### src/rtl/flash_cmd_pkg.sv
package flash_cmd_pkg;
  localparam int KEY_W = 11;

  localparam logic [KEY_W-1:0] KEY_ADDR_A = 11'h555;
  localparam logic [KEY_W-1:0] KEY_ADDR_B = 11'h2AA;

  localparam logic [7:0] CMD_KEY_A   = 8'hAA;
  localparam logic [7:0] CMD_KEY_B   = 8'h55;
  localparam logic [7:0] CMD_IDENT   = 8'h90;
  localparam logic [7:0] CMD_PROG    = 8'hA0;
  localparam logic [7:0] CMD_ESETUP  = 8'h80;
  localparam logic [7:0] CMD_CHIP    = 8'h10;
  localparam logic [7:0] CMD_SECT    = 8'h30;
  localparam logic [7:0] CMD_SUSPEND = 8'hB0;
  localparam logic [7:0] CMD_RESET   = 8'hF0;

  localparam logic [2:0] OP_NONE  = 3'd0;
  localparam logic [2:0] OP_PROG  = 3'd1;
  localparam logic [2:0] OP_CHIP  = 3'd2;
  localparam logic [2:0] OP_SECT  = 3'd3;
  localparam logic [2:0] OP_SUSP  = 3'd4;
  localparam logic [2:0] OP_ABORT = 3'd5;

  localparam logic [1:0] RD_ARRAY  = 2'd0;
  localparam logic [1:0] RD_IDENT  = 2'd1;
  localparam logic [1:0] RD_STATUS = 2'd2;

  typedef enum logic [2:0] {
    S_IDLE, S_K1, S_K2, S_PDATA, S_E0, S_E1, S_E2
  } seq_state_e;
endpackage

### src/rtl/flash_bus_sampler.sv
module flash_bus_sampler
  import flash_cmd_pkg::*;
#(
  parameter int ADDR_W = 19
) (
  input  logic              clk,
  input  logic              rst_n,
  input  logic              ce_n,
  input  logic              we_n,
  input  logic [ADDR_W-1:0] addr,
  input  logic [7:0]        dq,
  output logic              wr_stb,
  output logic [ADDR_W-1:0] wr_addr,
  output logic [7:0]        wr_data,
  output logic              key_a_hit,
  output logic              key_b_hit
);
  logic act;
  logic act_q;

  assign act = !ce_n && !we_n;

  always_ff @(posedge clk or negedge rst_n) begin
    if (!rst_n) begin
      act_q   <= 1'b0;
      wr_stb  <= 1'b0;
      wr_addr <= '0;
      wr_data <= '0;
    end else begin
      act_q  <= act;
      wr_stb <= act_q && !act;
      if (act && !act_q) wr_addr <= addr;
      if (act) wr_data <= dq;
    end
  end

  assign key_a_hit = (wr_addr[KEY_W-1:0] == KEY_ADDR_A);
  assign key_b_hit = (wr_addr[KEY_W-1:0] == KEY_ADDR_B);
endmodule

### src/rtl/flash_seq_fsm.sv
module flash_seq_fsm
  import flash_cmd_pkg::*;
(
  input  logic       clk,
  input  logic       rst_n,
  input  logic       stb,
  input  logic       key_a,
  input  logic       key_b,
  input  logic [7:0] data,
  input  logic       clear_all,
  output logic       launch,
  output logic [2:0] launch_kind,
  output logic       ident_on
);
  seq_state_e st, nxt;
  logic       ident_nxt;

  always_comb begin
    nxt         = st;
    launch      = 1'b0;
    launch_kind = OP_NONE;
    ident_nxt   = ident_on;
    if (stb) begin
      nxt = S_IDLE;
      if (data == CMD_RESET && st != S_PDATA) begin
        ident_nxt = 1'b0;
      end else begin
        case (st)
          S_IDLE: if (key_a && data == CMD_KEY_A) nxt = S_K1;
          S_K1:   if (key_b && data == CMD_KEY_B) nxt = S_K2;
          S_K2: begin
            if (key_a) begin
              case (data)
                CMD_IDENT:  ident_nxt = 1'b1;
                CMD_PROG:   nxt = S_PDATA;
                CMD_ESETUP: nxt = S_E0;
                default:    nxt = S_IDLE;
              endcase
            end
          end
          S_PDATA: begin
            launch      = 1'b1;
            launch_kind = OP_PROG;
          end
          S_E0: if (key_a && data == CMD_KEY_A) nxt = S_E1;
          S_E1: if (key_b && data == CMD_KEY_B) nxt = S_E2;
          S_E2: begin
            if (key_a && data == CMD_CHIP) begin
              launch      = 1'b1;
              launch_kind = OP_CHIP;
            end else if (data == CMD_SECT) begin
              launch      = 1'b1;
              launch_kind = OP_SECT;
            end
          end
          default: nxt = S_IDLE;
        endcase
      end
    end
  end

  always_ff @(posedge clk or negedge rst_n) begin
    if (!rst_n) begin
      st       <= S_IDLE;
      ident_on <= 1'b0;
    end else if (clear_all) begin
      st       <= S_IDLE;
      ident_on <= 1'b0;
    end else begin
      st       <= nxt;
      ident_on <= ident_nxt;
    end
  end
endmodule

### src/rtl/flash_op_port.sv
module flash_op_port
  import flash_cmd_pkg::*;
#(
  parameter int ADDR_W = 19
) (
  input  logic              clk,
  input  logic              rst_n,
  input  logic              wr_stb,
  input  logic [ADDR_W-1:0] wr_addr,
  input  logic [7:0]        wr_data,
  input  logic              seq_launch,
  input  logic [2:0]        seq_kind,
  input  logic              eng_busy,
  input  logic              eng_timeout,
  input  logic              op_ready,
  output logic              op_valid,
  output logic [2:0]        op_kind,
  output logic [ADDR_W-1:0] op_addr,
  output logic [7:0]        op_data,
  output logic              abort_fire
);
  logic [2:0] run_kind;
  logic       susp_fire;

  assign abort_fire = !op_valid && wr_stb && eng_timeout && wr_data == CMD_RESET;
  assign susp_fire  = !op_valid && wr_stb && !eng_timeout && eng_busy &&
                      run_kind == OP_SECT && wr_data == CMD_SUSPEND;

  always_ff @(posedge clk or negedge rst_n) begin
    if (!rst_n) begin
      op_valid <= 1'b0;
      op_kind  <= OP_NONE;
      op_addr  <= '0;
      op_data  <= '0;
      run_kind <= OP_NONE;
    end else if (op_valid) begin
      if (op_ready) op_valid <= 1'b0;
    end else if (seq_launch) begin
      op_valid <= 1'b1;
      op_kind  <= seq_kind;
      op_addr  <= wr_addr;
      op_data  <= wr_data;
      run_kind <= seq_kind;
    end else if (abort_fire || susp_fire) begin
      op_valid <= 1'b1;
      op_kind  <= abort_fire ? OP_ABORT : OP_SUSP;
      op_addr  <= wr_addr;
      op_data  <= wr_data;
    end
  end
endmodule

### src/rtl/flash_ident_rom.sv
module flash_ident_rom #(
  parameter int          ADDR_W = 19,
  parameter int          NSECT  = 8,
  parameter logic [7:0]  MFR_ID = 8'h1C,
  parameter logic [7:0]  DEV_ID = 8'h4F
) (
  input  logic [ADDR_W-1:0] rd_addr,
  input  logic [NSECT-1:0]  sect_prot,
  output logic [7:0]        id_data
);
  localparam int SECT_W = $clog2(NSECT);
  localparam int OFF_W  = ADDR_W - SECT_W;

  logic [SECT_W-1:0] sect;
  logic [OFF_W-1:0]  off;

  assign sect = rd_addr[ADDR_W-1 -: SECT_W];
  assign off  = rd_addr[OFF_W-1:0];

  always_comb begin
    if (off == OFF_W'(0))      id_data = MFR_ID;
    else if (off == OFF_W'(1)) id_data = DEV_ID;
    else if (off == OFF_W'(2)) id_data = {7'd0, sect_prot[sect]};
    else                       id_data = 8'h00;
  end
endmodule

### src/rtl/flash_cmd_decoder.sv
module flash_cmd_decoder
  import flash_cmd_pkg::*;
#(
  parameter int         ADDR_W = 19,
  parameter int         NSECT  = 8,
  parameter logic [7:0] MFR_ID = 8'h1C,
  parameter logic [7:0] DEV_ID = 8'h4F
) (
  input  logic              clk,
  input  logic              rst_n,
  input  logic              bus_ce_n,
  input  logic              bus_we_n,
  input  logic [ADDR_W-1:0] bus_addr,
  input  logic [7:0]        bus_dq,
  input  logic [ADDR_W-1:0] rd_addr,
  input  logic [NSECT-1:0]  sect_prot,
  output logic [7:0]        id_data,
  output logic [1:0]        rd_mode,
  output logic              op_valid,
  input  logic              op_ready,
  output logic [2:0]        op_kind,
  output logic [ADDR_W-1:0] op_addr,
  output logic [7:0]        op_data,
  input  logic              eng_busy,
  input  logic              eng_timeout
);
  logic              wr_stb;
  logic [ADDR_W-1:0] wr_addr;
  logic [7:0]        wr_data;
  logic              key_a_hit, key_b_hit;
  logic              seq_open;
  logic              seq_launch;
  logic [2:0]        seq_kind;
  logic              ident_on;
  logic              abort_fire;

  flash_bus_sampler #(.ADDR_W(ADDR_W)) u_smp (
    .clk(clk), .rst_n(rst_n), .ce_n(bus_ce_n), .we_n(bus_we_n),
    .addr(bus_addr), .dq(bus_dq), .wr_stb(wr_stb), .wr_addr(wr_addr),
    .wr_data(wr_data), .key_a_hit(key_a_hit), .key_b_hit(key_b_hit)
  );

  assign seq_open = !op_valid && !eng_busy && !eng_timeout;

  flash_seq_fsm u_fsm (
    .clk(clk), .rst_n(rst_n), .stb(wr_stb && seq_open),
    .key_a(key_a_hit), .key_b(key_b_hit), .data(wr_data),
    .clear_all(abort_fire), .launch(seq_launch),
    .launch_kind(seq_kind), .ident_on(ident_on)
  );

  flash_op_port #(.ADDR_W(ADDR_W)) u_port (
    .clk(clk), .rst_n(rst_n), .wr_stb(wr_stb), .wr_addr(wr_addr),
    .wr_data(wr_data), .seq_launch(seq_launch), .seq_kind(seq_kind),
    .eng_busy(eng_busy), .eng_timeout(eng_timeout), .op_ready(op_ready),
    .op_valid(op_valid), .op_kind(op_kind), .op_addr(op_addr),
    .op_data(op_data), .abort_fire(abort_fire)
  );

  flash_ident_rom #(
    .ADDR_W(ADDR_W), .NSECT(NSECT), .MFR_ID(MFR_ID), .DEV_ID(DEV_ID)
  ) u_id (
    .rd_addr(rd_addr), .sect_prot(sect_prot), .id_data(id_data)
  );

  always_comb begin
    if (op_valid || eng_busy || eng_timeout) rd_mode = RD_STATUS;
    else if (ident_on)                       rd_mode = RD_IDENT;
    else                                     rd_mode = RD_ARRAY;
  end
endmodule

### config.mk
export PLATFORM = sky130hd
export DESIGN_NAME = flash_cmd_decoder
export DESIGN_NICKNAME = d
export VERILOG_FILES = /design/src/rtl/flash_cmd_pkg.sv /design/src/rtl/flash_bus_sampler.sv /design/src/rtl/flash_seq_fsm.sv /design/src/rtl/flash_op_port.sv /design/src/rtl/flash_ident_rom.sv /design/src/rtl/flash_cmd_decoder.sv
export SDC_FILE = /design/constraint.sdc
export NUM_CORES = 1
export LEC_CHECK = 0
export BUFFER_PORTS_ARGS = -buffer_cell sky130_fd_sc_hd__buf_2
export CAP_MARGIN = 20
export CELL_PAD_IN_SITES_DETAIL_PLACEMENT = 0
export CELL_PAD_IN_SITES_GLOBAL_PLACEMENT = 1
export CORE_ASPECT_RATIO = 1.1
export CORE_MARGIN = 2
export CORE_UTILIZATION = 39
export CTS_CLUSTER_DIAMETER = 80
export CTS_CLUSTER_SIZE = 14
export DETAILED_ROUTE_END_ITERATION = 8
export GPL_TIMING_DRIVEN = 1
export PLACE_DENSITY_LB_ADDON = 0.1
export SLEW_MARGIN = 0
export SYNTH_ARGS = -nofsm -noshare
export SYNTH_HDL_FRONTEND = slang
export SYNTH_SLANG_ARGS = --single-unit
### constraint.sdc
create_clock -name clk -period 3.01 [get_ports clk]
set_input_delay 0.1505 -clock clk [delete_from_list [all_inputs] [get_ports clk]]
set_output_delay 0.1505 -clock clk [all_outputs]
set_load 0.01 [all_outputs]
==> impl_metrics.json, run 1 <==
{
  "synthAdderAreaFrac_pct": 0,
  "grt_antenna_before_repair": 0,
  "yosys-mux-area-fraction_pct": 22.7,
  "syn2layout_area_growth_pct": 28.4,
  "final_nets": 393,
  "synth_edf_count": 0,
  "yosysUniqueCellTypes": 41,
  "vias_per_cell": 5.08,
  "place_congestion": 0.805,
  "synth_compound_area_share_pct": 4.46,
  "netlist_area_sq_um": 2920,
  "first_global_vias": 2060,
  "criticalPathCategory": "reg -> reg",
  "mostFrequentLayoutCells": "buf_2 (99), dfrtp_1 (66), mux2_2 (53), nor2_1 (11), nand2_1 (11)",
  "io_buffers": 99,
  "cp-end-kind": "register",
  "num_antenna_cells": 0,
  "start_util_pct": 39.7,
  "synth_top_area_cell": "dfrtp_1",
  "post_cts_buffers": 0,
  "fin_util_pct": 51.0,
  "first_pass_iters": 4,
  "min_period_ps": 2440,
  "holdWs_ps": -30.2,
  "tritoncts": "built",
  "grt-ovfl-total": 0,
  "drv_cap": 0,
  "num_vias": 2152,
  "tightest_slew_ps": 827,
  "leakagePower_uw": 0.00190,
  "clockBufferDepth": 2,
  "htreeDepth": 3,
  "synth_top_area_share_pct": 56.6,
  "netlist_top_cells_area": "dfrtp_1 (57%), mux2_2 (20%), mux4_2 (1.5%)",
  "period_share_pct": 81.2,
  "hold_class": "in -> async",
  "violations": "negative hold slack",
  "ys.flop_type": "dfrtp_1",
  "grtUsageTotal_pct": 16.1,
  "hold_violations": 8,
  "die_h_microns": 94.7,
  "worst_ir_drop_vdd_v": 0.000423,
  "coreArea_sq_um": 7350,
  "clk_pin_slew_worst_paths_ps": 70,
  "cts_root_buf": "clkbuf_8",
  "chipWidth_microns": 86.5,
  "layout-drive-gt1-share_pct": 53.1,
  "yosys.area_share.simple_pct": 13.7,
  "setup_tns_ps": 0,
  "finalSetupViolCount": 0,
  "cp_data_required_time_ps": 3220,
  "slew_headroom_pct": 44.8,
  "critPathMaxFanout": 22,
  "syn_inst": 226,
  "final_area_sq_um": 3750,
  "wl_per_cell_microns": 15.3,
  "cts_buffers": 9,
  "slew_violations": 0,
  "die_area_sq_um": 8190,
  "clock.fmax_ghz": 0.409,
  "dr.first_iter.drc_count": 100,
  "outcome": "finished with violations",
  "drc": 0,
  "synth_top_family_by_area": "multiplexers",
  "syn_area_per_cell_sq_um": 12.9,
  "synth_xor_area_share_pct": 0,
  "clock_latency_ps": 330,
  "synth-seq-cells": 66,
  "dp_hpwl_mm": 4.73,
  "power.density_nw_per_um2": 527,
  "ys.warnings.count": 0,
  "ys_seq_area_share_pct": 56.6,
  "postPlaceCellArea_sq_um": 3530,
  "final_common_cell": "buf_2",
  "arrival_ps": 2650,
  "rows": 33,
  "grt_max_degree": 67,
  "pin_count": 102,
  "synthArstFlopShare_pct": 100,
  "grt_pass1_wl_mm": 10.1,
  "antenna_left": 0,
  "rsz0062_at_grt": "false",
  "skew_ps": 8.91,
  "finalWirelength_mm": 6.47,
  "fill_cells": 728,
  "worstSetupStartpointType": "register",
  "cts_sinks": 66
}
area by class of cell:
class,count,area [sq um],area share (%)
timing repair buffer,103,541,14.4
inverter,5,18.8,0.501
sequential,66,1650,44.1
clock buffer,10,138,3.67
tap,87,109,2.91
clock inverter,6,66.3,1.77
multi-input combinational,147,1220,32.6
timing repair:
| item | CTS | global route |
|---|---|---|
| hold buffers | 1 | 0 |
| hold endpoints to repair | 1 | 0 |
| resized for setup | 0 | 0 |
synth_stat cells (all sizes together) (4+ instances only):
library cell,count
a21oi,5
buf,7
dfrtp,66
inv,5
mux2,53
nand2,11
nand4,5
nor2,11
nor3,5
nor4,7
nor4bb,4
o21ai,8
metal layers:
| metal | vias up | share of wire, % | GRT usage [%] |
|---|---|---|---|
| met4 | 0 | 0.70 | 4.30 |
| li1 | 1039 | - | - |
| met5 | - | 0 | 0 |
| met3 | 4 | 6.0 | 5.16 |
| met1 | 1037 | 44 | 21.1 |
| met2 | 72 | 49 | 26.0 |
sequential cells by signal (all words and copies together) (netlist names):
| name | flops |
|---|---|
| u_port.op_data | 8 |
| u_smp.wr_stb | 1 |
| u_smp.wr_data | 8 |
| u_smp.wr_addr | 19 |
| u_fsm.ident_on | 1 |
| u_port.op_kind | 3 |
| u_port.run_kind | 2 |
| u_smp.act_q | 1 |
| u_port.op_addr | 19 |
| u_port.op_valid | 1 |
| u_fsm.st | 3 |
critical path, stage by stage (launching register included):
cell and delay (ps):
dfrtp_1 430, or4_4 550, nor3_1 540, a311oi_4 280, buf_12 240, mux2_2 280
path summary, 6_finish.rpt:
check	from	end	slack [ps]	cells past startpoint
max reg2reg	u_smp.wr_data[1]	u_port.op_addr[10]	570	5
min reg2reg	u_port.op_kind[2]	u_port.op_kind[2]	490	1
max in group asynchronous	rst_n	u_port.op_addr[2]	2470	2
max	u_smp.wr_data[1]	u_port.op_addr[10]	570	5
min	rst_n	u_port.op_kind[2]	-30	2
min in group clk	bus_dq[5]	u_smp.wr_data[5]	40	3
stage by stage:
step                      total power (uW)  std cells  setup WS [ps]  hold WS, ps
after floorplan                       1140        227            741         -145
after global routing                  2070        424            382         29.1
after CTS                             2000        424            522         27.6
after global placement                1240        407            596          333
final                                 1970        424            567        -30.2
after detailed placement              1250        407            542          337
cell families after synthesis:
| kind of cell | count (synthesis) |
|---|---|
| AO/OA/AOI/OAI | 21 |
| buffers and inverters | 14 |
| flip-flops | 66 |
| multiplexers | 57 |
| other | 1 |
| AND/OR/NAND/NOR | 67 |
where the power goes:
part	switching (uW)	total, uW	internal [uW]
Sequential	68.1	1030	958
Clock	341	747	406
Combinational	82.6	200	117
Total	491	1970	1480
Note: power is estimated with default switching activity, not from simulation.
==> run 2, diff against run 1 <==
clock period = 2.3 ns   (was 3.01 ns; I/O delays follow)
==> impl_metrics.json, run 2 (synthesized netlist as in run 1, its figures left out) <==
{
  "drv_cap": 0,
  "first_pass_iters": 4,
  "worstSetupStartpointType": "register",
  "vias_per_cell": 5.08,
  "num_vias": 2272,
  "syn2layout_area_growth_pct": 36.5,
  "grtUsageTotal_pct": 16.5,
  "dp_hpwl_mm": 4.77,
  "wl_per_cell_microns": 14.6,
  "clockBufferDepth": 2,
  "grt_max_degree": 67,
  "cts_sinks": 66,
  "slew_violations": 0,
  "reg_top3": "u_port.op_addr x19, u_smp.wr_addr x19",
  "dr.first_iter.drc_count": 69,
  "r2r-end": "u_fsm.st[2]",
  "htreeDepth": 3,
  "power.density_nw_per_um2": 687,
  "dp_cells": 419,
  "leakagePower_uw": 0.00201,
  "grt_antenna_before_repair": 0,
  "die_area_sq_um": 8190,
  "clk_pin_slew_worst_paths_ps": 80,
  "fill_cells": 665,
  "start_util_pct": 39.7,
  "hold_path_startpoint": "bus_addr[0]",
  "io_buffers": 99,
  "cts_buffers": 9,
  "min_delay_worst_endpoint": "u_smp.wr_addr[0]",
  "ff2ff_path_depth": 5,
  "finalSetupViolCount": 0,
  "final_common_cell": "buf_2",
  "worst_ir_drop_vdd_v": 0.000397,
  "tightest_slew_ps": 838,
  "fin_util_pct": 54.2,
  "hold_class": "in -> reg",
  "cts_root_buf": "clkbuf_8",
  "slew_headroom_pct": 44.2,
  "final_nets": 416,
  "clock.fmax_ghz": 0.443,
  "instances_no_fill": 447,
  "criticalPathCategory": "reg -> reg",
  "r2r_slack_ps": 40,
  "grt_pass1_wl_mm": 10.5,
  "first_global_vias": 2273,
  "chipWidth_microns": 86.5,
  "finalWirelength_mm": 6.53,
  "layout-drive-gt1-share_pct": 54.2,
  "arrival_ps": 2530,
  "pin_count": 102,
  "period_share_pct": 98.2,
  "outcome": "finished clean",
  "hold_violations": 0,
  "critPathMaxFanout": 2,
  "num_antenna_cells": 0,
  "hold_path_depth": 2,
  "die_h_microns": 94.7,
  "cp_data_required_time_ps": 2570,
  "antenna_left": 0,
  "grt-ovfl-total": 0,
  "rows": 33,
  "tritoncts": "built",
  "drc": 0,
  "clock_latency_ps": 330,
  "coreArea_sq_um": 7350,
  "timing.rr.start": "u_smp.wr_data[1]",
  "cp-end-kind": "register",
  "place_congestion": 0.903,
  "mostFrequentLayoutCells": "buf_2 (99), dfrtp_1 (66), mux2_2 (53), buf_4 (15)",
  "min_period_ps": 2260,
  "skew_ps": 7.33
}
[run 2: cell types whose count changed in the layout (fill, tap and decap cells not counted), sizes merged]
cell | previous run | this run
buf | 102 | 115
clkinv | 5 | 1
inv | 5 | 6
bufinv | 1 | 2
clkinvlp | 0 | 2
dlygate4sd3 | 1 | 11
[run 2: per-layer routing]
| layer | routed length [microns] | GRT usage [%] |
|---|---|---|
| met1 | 2670 | 19.9 |
| met2 | 3320 | 27.9 |
| met3 | 431 | 4.37 |
| met4 | 100 | 6.64 |
| met5 | 0 | 0 |
[run 2: layout make-up]
class                      instances  area (sq um)  area share [%]
sequential                        66          1650            41.5
multi-input combinational        147          1240            31.1
timing repair buffer             126           738            18.5
clock buffer                      10           138            3.46
tap                               87           109            2.73
clock inverter                     6          88.8            2.23
inverter                           5          18.8           0.472
[run 2: metrics by stage]
step / hold WS, ps / TNS [ps] / area [sq um] / power (uW) / worst slack [ps]
5_1_grt: 6.81 / -3.85 / 3980 / 2870 / -3.85
2_1_floorplan: -181 / 0 / 2920 / 1490 / 31.1
4_1_cts: 0.0489 / 0 / 3960 / 2780 / 7.39
3_3_place_gp: 296 / 0 / 3620 / 1650 / 43.7
3_5_place_dp: 302 / 0 / 3620 / 1660 / 22.2
6_report: 13.9 / 0 / 3980 / 2740 / 42.4
[run 2: how the worst max path moves through the flow]
stage / start / end / slack (ps)
after floorplan: u_smp.wr_data[1] / u_fsm.st[2] / 30
after global placement: u_smp.wr_data[1] / u_fsm.st[2] / 40
after detailed placement: u_smp.wr_data[1] / u_fsm.st[2] / 20
after CTS: u_smp.wr_data[1] / u_fsm.st[2] / 7
after global routing: u_smp.wr_data[1] / u_fsm.st[2] / -4
final: u_smp.wr_data[1] / u_fsm.st[2] / 40
[run 2: power by group]
part,internal [uW],switching [uW],total (uW)
sequential,1250,72.1,1330
clock,642,448,1090
combinational,187,134,321
total,2080,654,2740
[run 2: worst max-delay path, cell delays in order (launching register included)]
cell and delay, ps:
dfrtp_1 380, or4_4 530, or3_4 340, or3_4 380, or4_4 490, nand3_2 80
[run 2: repair_timing]
item | 4_1_cts | 5_1_grt
hold buffers | 11 | 0
setup buffers | 0 | 1
setup endpoints to repair | 0 | 1
resized for setup | 0 | 3
hold endpoints to repair | 27 | 0
